[config.mk]
export PLATFORM = sky130hd
export DESIGN_NAME = alrt_flag_ctrl
export DESIGN_NICKNAME = d
export VERILOG_FILES = /design/src/rtl/alrt_pkg.sv /design/src/rtl/alrt_ctl_reg.sv /design/src/rtl/alrt_sel_cmp.sv /design/src/rtl/alrt_flag_reg.sv /design/src/rtl/alrt_flag_ctrl.sv
export SDC_FILE = /design/constraint.sdc
export NUM_CORES = 1
export LEC_CHECK = 0
export ABC_AREA = 1
export ABC_CLOCK_PERIOD_IN_PS = 5000
export BUFFER_PORTS_ARGS = -buffer_cell sky130_fd_sc_hd__buf_2
export CAP_MARGIN = 25
export CORE_MARGIN = 4
export CORE_UTILIZATION = 54
export DETAILED_ROUTE_END_ITERATION = 10
export PLACE_DENSITY = 0.95
export SLEW_MARGIN = 5
export SYNTH_ARGS = -nofsm -noshare
export SYNTH_HDL_FRONTEND = slang
export SYNTH_SLANG_ARGS = --single-unit
[constraint.sdc]
create_clock -name clk -period 5 [get_ports clk]
set_clock_uncertainty 0.1 [all_clocks]
set_input_delay 0.75 -clock clk [delete_from_list [all_inputs] [get_ports clk]]
set_output_delay 0.75 -clock clk [all_outputs]
set_load 0.1 [all_outputs]
[src/rtl/alrt_pkg.sv]
package alrt_pkg;
  parameter int REG_W = 16;
  parameter int NFN   = 5;
  localparam int B_FN_LO = 11;
  localparam int B_CNVR  = 10;
  localparam int B_AFF   = 4;
  localparam int B_CVRF  = 3;
  localparam int B_OVF   = 2;
  localparam int B_POL   = 1;
  localparam int B_LEN   = 0;
  localparam int IDX_W   = $clog2(NFN);

  // index = bit position minus B_FN_LO; higher index wins
  localparam logic [IDX_W-1:0] FN_SH_ABOVE  = 4;
  localparam logic [IDX_W-1:0] FN_SH_BELOW  = 3;
  localparam logic [IDX_W-1:0] FN_BUS_ABOVE = 2;
  localparam logic [IDX_W-1:0] FN_BUS_BELOW = 1;
  localparam logic [IDX_W-1:0] FN_PWR_ABOVE = 0;

  function automatic logic fn_trips(input logic [IDX_W-1:0] idx,
                                    input logic [REG_W-1:0] sh,
                                    input logic [REG_W-1:0] bu,
                                    input logic [REG_W-1:0] pw,
                                    input logic [REG_W-1:0] lim);
    logic r;
    case (idx)
      FN_SH_ABOVE:  r = $signed(sh) > $signed(lim);
      FN_SH_BELOW:  r = $signed(sh) < $signed(lim);
      FN_BUS_ABOVE: r = bu > lim;
      FN_BUS_BELOW: r = bu < lim;
      FN_PWR_ABOVE: r = pw > lim;
      default:      r = 1'b0;
    endcase
    return r;
  endfunction

  function automatic logic [NFN-1:0] top_enable(input logic [NFN-1:0] en);
    logic [NFN-1:0] m;
    logic seen;
    m = '0;
    seen = 1'b0;
    for (int i = NFN - 1; i >= 0; i--) begin
      if (en[i] && !seen) begin
        m[i] = 1'b1;
        seen = 1'b1;
      end
    end
    return m;
  endfunction
endpackage

[src/rtl/alrt_ctl_reg.sv]
module alrt_ctl_reg
  import alrt_pkg::*;
#(
  parameter int W = REG_W
) (
  input  logic           clk,
  input  logic           rst_n,
  input  logic           wr_ctl,
  input  logic           wr_lim,
  input  logic [W-1:0]   wdata,
  output logic [NFN-1:0] fn_en,
  output logic           cnvr_en,
  output logic           pol,
  output logic           len,
  output logic [W-1:0]   lim
);
  always_ff @(posedge clk or negedge rst_n) begin
    if (!rst_n) begin
      fn_en   <= '0;
      cnvr_en <= 1'b0;
      pol     <= 1'b0;
      len     <= 1'b0;
      lim     <= '0;
    end else begin
      if (wr_ctl) begin
        fn_en   <= wdata[B_FN_LO +: NFN];
        cnvr_en <= wdata[B_CNVR];
        pol     <= wdata[B_POL];
        len     <= wdata[B_LEN];
      end
      if (wr_lim) lim <= wdata;
    end
  end
endmodule

[src/rtl/alrt_sel_cmp.sv]
module alrt_sel_cmp
  import alrt_pkg::*;
#(
  parameter int W = REG_W
) (
  input  logic [NFN-1:0] fn_en,
  input  logic [W-1:0]   sh,
  input  logic [W-1:0]   bu,
  input  logic [W-1:0]   pw,
  input  logic [W-1:0]   lim,
  output logic           hit
);
  logic [NFN-1:0] raw;
  logic [NFN-1:0] keep;

  for (genvar g = 0; g < NFN; g++) begin : g_fn
    assign raw[g] = fn_trips(IDX_W'(g), sh, bu, pw, lim);
  end

  assign keep = top_enable(fn_en);
  assign hit  = |(raw & keep);
endmodule

[src/rtl/alrt_flag_reg.sv]
module alrt_flag_reg (
  input  logic clk,
  input  logic rst_n,
  input  logic conv_done,
  input  logic conv_hit,
  input  logic math_ovf,
  input  logic len,
  input  logic single_shot,
  input  logic ctl_rd,
  input  logic cfg_clr,
  output logic aff,
  output logic cvrf,
  output logic ovf
);
  always_ff @(posedge clk or negedge rst_n) begin
    if (!rst_n) begin
      aff  <= 1'b0;
      cvrf <= 1'b0;
      ovf  <= 1'b0;
    end else begin
      if (conv_done && conv_hit)   aff <= 1'b1;
      else if (conv_done && !len)  aff <= 1'b0;
      else if (ctl_rd && len)      aff <= 1'b0;

      if (conv_done)                              cvrf <= 1'b1;
      else if (single_shot && (ctl_rd || cfg_clr)) cvrf <= 1'b0;

      if (conv_done) ovf <= math_ovf;
    end
  end
endmodule

[src/rtl/alrt_flag_ctrl.sv]
module alrt_flag_ctrl
  import alrt_pkg::*;
#(
  parameter int W = REG_W
) (
  input  logic         clk,
  input  logic         rst_n,
  input  logic         conv_done,
  input  logic [W-1:0] shunt_res,
  input  logic [W-1:0] bus_res,
  input  logic [W-1:0] pwr_res,
  input  logic         math_ovf,
  input  logic         single_shot,
  input  logic         cfg_wr,
  input  logic         cfg_idle_sel,
  input  logic         reg_sel,
  input  logic         reg_wr,
  input  logic         reg_rd,
  input  logic [W-1:0] reg_wdata,
  output logic [W-1:0] reg_rdata,
  output logic         alert_pin
);
  logic [NFN-1:0] fn_en;
  logic           cnvr_en, pol_q, len_q;
  logic [W-1:0]   lim;
  logic           conv_hit, aff_q, cvrf_q, ovf_q;
  logic           ctl_rd_evt, cfg_clr_evt, alert_act;
  logic [W-1:0]   ctl_word;

  assign ctl_rd_evt  = reg_rd && !reg_sel;
  assign cfg_clr_evt = cfg_wr && !cfg_idle_sel;

  alrt_ctl_reg #(.W(W)) u_ctl (
    .clk(clk), .rst_n(rst_n),
    .wr_ctl(reg_wr && !reg_sel), .wr_lim(reg_wr && reg_sel),
    .wdata(reg_wdata), .fn_en(fn_en), .cnvr_en(cnvr_en),
    .pol(pol_q), .len(len_q), .lim(lim)
  );

  alrt_sel_cmp #(.W(W)) u_cmp (
    .fn_en(fn_en), .sh(shunt_res), .bu(bus_res), .pw(pwr_res),
    .lim(lim), .hit(conv_hit)
  );

  alrt_flag_reg u_flg (
    .clk(clk), .rst_n(rst_n), .conv_done(conv_done), .conv_hit(conv_hit),
    .math_ovf(math_ovf), .len(len_q), .single_shot(single_shot),
    .ctl_rd(ctl_rd_evt), .cfg_clr(cfg_clr_evt),
    .aff(aff_q), .cvrf(cvrf_q), .ovf(ovf_q)
  );

  always_comb begin
    ctl_word                    = '0;
    ctl_word[B_FN_LO +: NFN]    = fn_en;
    ctl_word[B_CNVR]            = cnvr_en;
    ctl_word[B_AFF]             = aff_q;
    ctl_word[B_CVRF]            = cvrf_q;
    ctl_word[B_OVF]             = ovf_q;
    ctl_word[B_POL]             = pol_q;
    ctl_word[B_LEN]             = len_q;
  end

  assign reg_rdata = reg_sel ? lim : ctl_word;
  assign alert_act = aff_q || (cnvr_en && cvrf_q);
  assign alert_pin = pol_q ? alert_act : !alert_act;
endmodule

Word level (Yosys, flattened, before mapping)
Index checks and enable logic that the tools add are counted.

storage, ports and cells
  bits in registers = 27
  bits in latches = 0
  bits in writable memories = 0
  bits in read-only memories = 0
  input bits = 74
  output and inout bits = 17
  logic and storage cells = 55
  memories kept = 0

cells by class
  add/sub/neg operators = 0
  multiply operators = 0
  div/mod/pow operators = 0
  $lt $le $gt $ge = 5
  eq/ne operators = 0
  shift-type cells = 0
  multiplexer cells = 15
  bitwise operators = 1
  reduce and logical (&&, ||, !) cells = 26

operator list
  cell                 number
  $gt A16 B16 Y1       3
  $lt A16 B16 Y1       2
  $mux W16             1
  $mux W1              14
  $logic_and A1 B1 Y1  13
  $logic_not A1 Y1     8
  $and A5 B5 Y5        1
  $reduce_or A5 Y1     1
  $reduce_bool A3 Y1   1
  $logic_or A1 B1 Y1   2
  $reduce_bool A2 Y1   1

Longest topological paths before layout
  word-level depth = 17
  gate-level depth with buffers = 17
  gate-level depth less buffers = 17

Cells and area by module
Synthesis repeated with hierarchy kept, for this count alone.

unflattened totals
  cells, all modules = 380
  area total of the unflattened synthesis = 2632.5 um^2

modules (own cells, without submodules)
  module          times used  cells each  area each (um^2)  sequential area each (um^2)
  alrt_sel_cmp    1           203         1260.0            0.0
  alrt_ctl_reg    1           102         945.9             600.6
  alrt_flag_ctrl  1           59          300.3             0.0
  alrt_flag_reg   1           16          126.4             75.1

Worst setup path after synthesis
No wires, ideal clock.

  path kind = input to output
  from = input port reg_sel
  to = output port reg_rdata[11]
  data arrival time = 3.261 ns
  required time = 4.150 ns
  setup slack = 0.889 ns
  stages = 4
  buffers on the path = 2
  cell sequence = buf_2 inv_2 clkbuf_1 o21ai_0

on the way
  longest elaborated chain between the ends = 1

RTL lines
  element             RTL line              RTL
  start: declaration  alrt_flag_ctrl.sv:16  input logic reg_sel,
  $mux W16            alrt_flag_ctrl.sv:63  assign reg_rdata = reg_sel ? lim : ctl_word;
  end: declaration    alrt_flag_ctrl.sv:20  output logic [W-1:0] reg_rdata,

Every way passes these cells.

Final worst setup path
Same ends and word-level chain as after synthesis.

==> flow_summary.ini <==
[finish]
fill_cells = 372
area_delta_synth_final_pct = 21.6
layout.nets = 561
diodes = 0
drive_gt1_share_pct = 24.0

[die]
dieWidth_um = 75.5
die_area_um2 = 5710
die-height_um = 75.5
ios = 91
fp-row-count = 24
initial_core_util_pct = 56.2
core_region_area_um2 = 4380

[cts]
insertion_delay_ns = 0.28
ctsResizeCount = 0
clkTransAtPathRegs_ns = 0.10
cts_made_buffers = 3
htreeDepth = 1
clock_path_buffers = 2
root_buffer = clkbuf_8
cts_setup_buffers = 0
cts.sinks = 27
cts_tree = yes
cts_hold_buf = 0

[detailed_routing]
vias = 2489
wl_per_cell_um = 12.5
drtIter0Drc = 88
antenna_left = 0
drc_errors = 0
drt_wl_total_mm = 6.13
viasPerCell = 5.08
dr.pass1.iters = 4

[sta]
finalCritPeriodShare_pct = 54.1
slew_headroom_pct = 41.1
finalWorstSetupSlack_ns = 2.29
setup_viol = 0
tightest_slew_ns = 0.881
drv_slew = 0
min_period_ns = 2.71
max_freq_mhz = 369
finalSetupTns_ns = 0
rsz0062_at_grt = no
hold_viol_final = 0

[worst_setup_path]
critPathMaxFanout = 19
cp_data_arrival_time_ns = 1.86
endpoint_kind = primary output
path_class = in2out
crit_required_ns = 4.15
start_kind = primary input

[global_route]
grt_pass1_vias = 2226
antenna_found_initial = 0
grt_pass1_wl_mm = 9.36
grt-ovfl-total = 0
grt_max_degree = 33
track_usage_pct = 21.4

[synthesis]
synth_common_cells = nand2_1 (96), inv_1 (52), ha_1 (48)
syn_inst = 351
synth_warnings = 0
yosys.area.top_type = dfrtp_1
yosysSeqAreaShare_pct = 27.4
async_flop_share_pct = 100
synth_flop_cell = dfrtp_1
synth_edf_count = 0
ys_ff_latch = 27
syn-cell-area_um2 = 2460
synth.most_common_cell = nand2_1
syn_area_per_cell_um2 = 7.02
ys_top_cells_by_area = dfrtp_1 (27%), ha_1 (24%), nand2_1 (15%), inv_1 (7.9%), o21ai_0 (6.7%)
yosysTopAreaCellShare_pct = 27.4
synth_cell_types = 24
synth.net_count = 473

[pwr]
p_leak_nw = 1.79
p_per_area_nw_per_um2 = 279
peakVddDrop_mv = 0.284

[job]
cap_viol_max_count = 0

[place]
port_buffers = 90
dp_hpwl_mm = 5.17
place.gp.congestion = 0.846
preCtsSetupSlack_ns = 2.29

[status]
status = complete, no violations

[hold_path]
min_path_type = in2async
## cell usage in the layout, fill, tap and decap left out, types with 2 or more instances in the layout
master | Yosys | routed
o21ai_0 | 33 | 33
a21oi_1 | 29 | 29
a21o_1 | 2 | 2
inv_2 | 4 | 4
nor2_1 | 25 | 25
inv_1 | 52 | 52
dfrtp_1 | 27 | 27
nand3_1 | 11 | 11
nand2_1 | 96 | 96
o21ai_1 | 2 | 2
buf_2 | 2 | 90
nand2_2 | 3 | 3
nor2_2 | 2 | 2
clkbuf_8 | 0 | 3
nand4_1 | 3 | 3
ha_1 | 48 | 48
## per-stage QoR
stage	hold slack (ns)	power, mW	std cells	util (%)	instance area (µm²)
2_1_floorplan	0.353	0.604	351	-	2460
3_3_place_gp	0.365	0.693	486	67.3	2950
3_5_place_dp	0.373	0.712	486	67.3	2950
4_1_cts	0.381	0.836	490	68.4	3000
5_1_grt	0.408	0.896	490	68.4	3000
6_report	0.360	0.835	490	68.4	3000
## registers in the layout, indices dropped and copies added, names as in the netlist
| name | count |
|---|---|
| u_flg.ovf | 1 |
| u_ctl.lim | 16 |
| u_flg.cvrf | 1 |
| u_flg.aff | 1 |
| u_ctl.pol | 1 |
| u_ctl.fn_en | 5 |
| u_ctl.len | 1 |
| u_ctl.cnvr_en | 1 |
## critical path, cell delays in order
cell     delay (ns)
buf_2          0.30
inv_2          0.17
o21ai_0        0.19
buf_2          0.45
## logic make-up (layout without fill, tap and decap cells)
group	count (synthesis)	count (layout)	synth area share [%]
and+or+nand+nor	144	144	24.1
buffers and inverters	64	151	9.85
DFF	27	27	27.4
adders and majority gates	48	48	24.4
AOI/OAI and AO/OA	67	67	13.9
xor gates and xnor gates	1	1	0.356
## metal layers
metal,vias up,routed length (µm),global-route usage [%]
met3,13,471,4.09
met4,0,105,7.77
met2,84,2890,36.3
met1,1088,2670,27.0
met5,-,0,0
li1,1304,-,-
## area by class of cell
type,count,area [µm²],area share [%]
clock inverter,1,5.00,0.167
sequential,27,676,22.5
inverter,57,214,7.14
timing repair buffer,90,450,15.0
multi-input combinational,260,1550,51.6
clock buffer,3,41.3,1.38
tap,52,65.1,2.17
## where the power goes
group / switching, mW / leakage [nW] / internal, mW / total, mW
clock network: 0.0712 / 0.0255 / 0.0561 / 0.127
logic: 0.315 / 1.45 / 0.125 / 0.440
registers: 0.0205 / 0.319 / 0.247 / 0.267
## final timing paths
kind / start / endpoint / slack, ns / depth (start not counted)
max: reg_sel / reg_rdata[11] / 2.29 / 4
min: rst_n / u_ctl.pol$_DFFE_PN0P_ / 0.36 / 1
max reg2reg: u_ctl.lim[11]$_DFFE_PN0P_ / u_flg.aff$_DFFE_PN0P_ / 2.99 / 10
min reg2reg: u_ctl.lim[10]$_DFFE_PN0P_ / u_ctl.lim[10]$_DFFE_PN0P_ / 0.40 / 2
max in group asynchronous: rst_n / u_ctl.lim[7]$_DFFE_PN0P_ / 4.04 / 1
min in group clk: u_ctl.lim[10]$_DFFE_PN0P_ / u_ctl.lim[10]$_DFFE_PN0P_ / 0.40 / 2
Note: power is estimated with default switching activity, not from simulation.
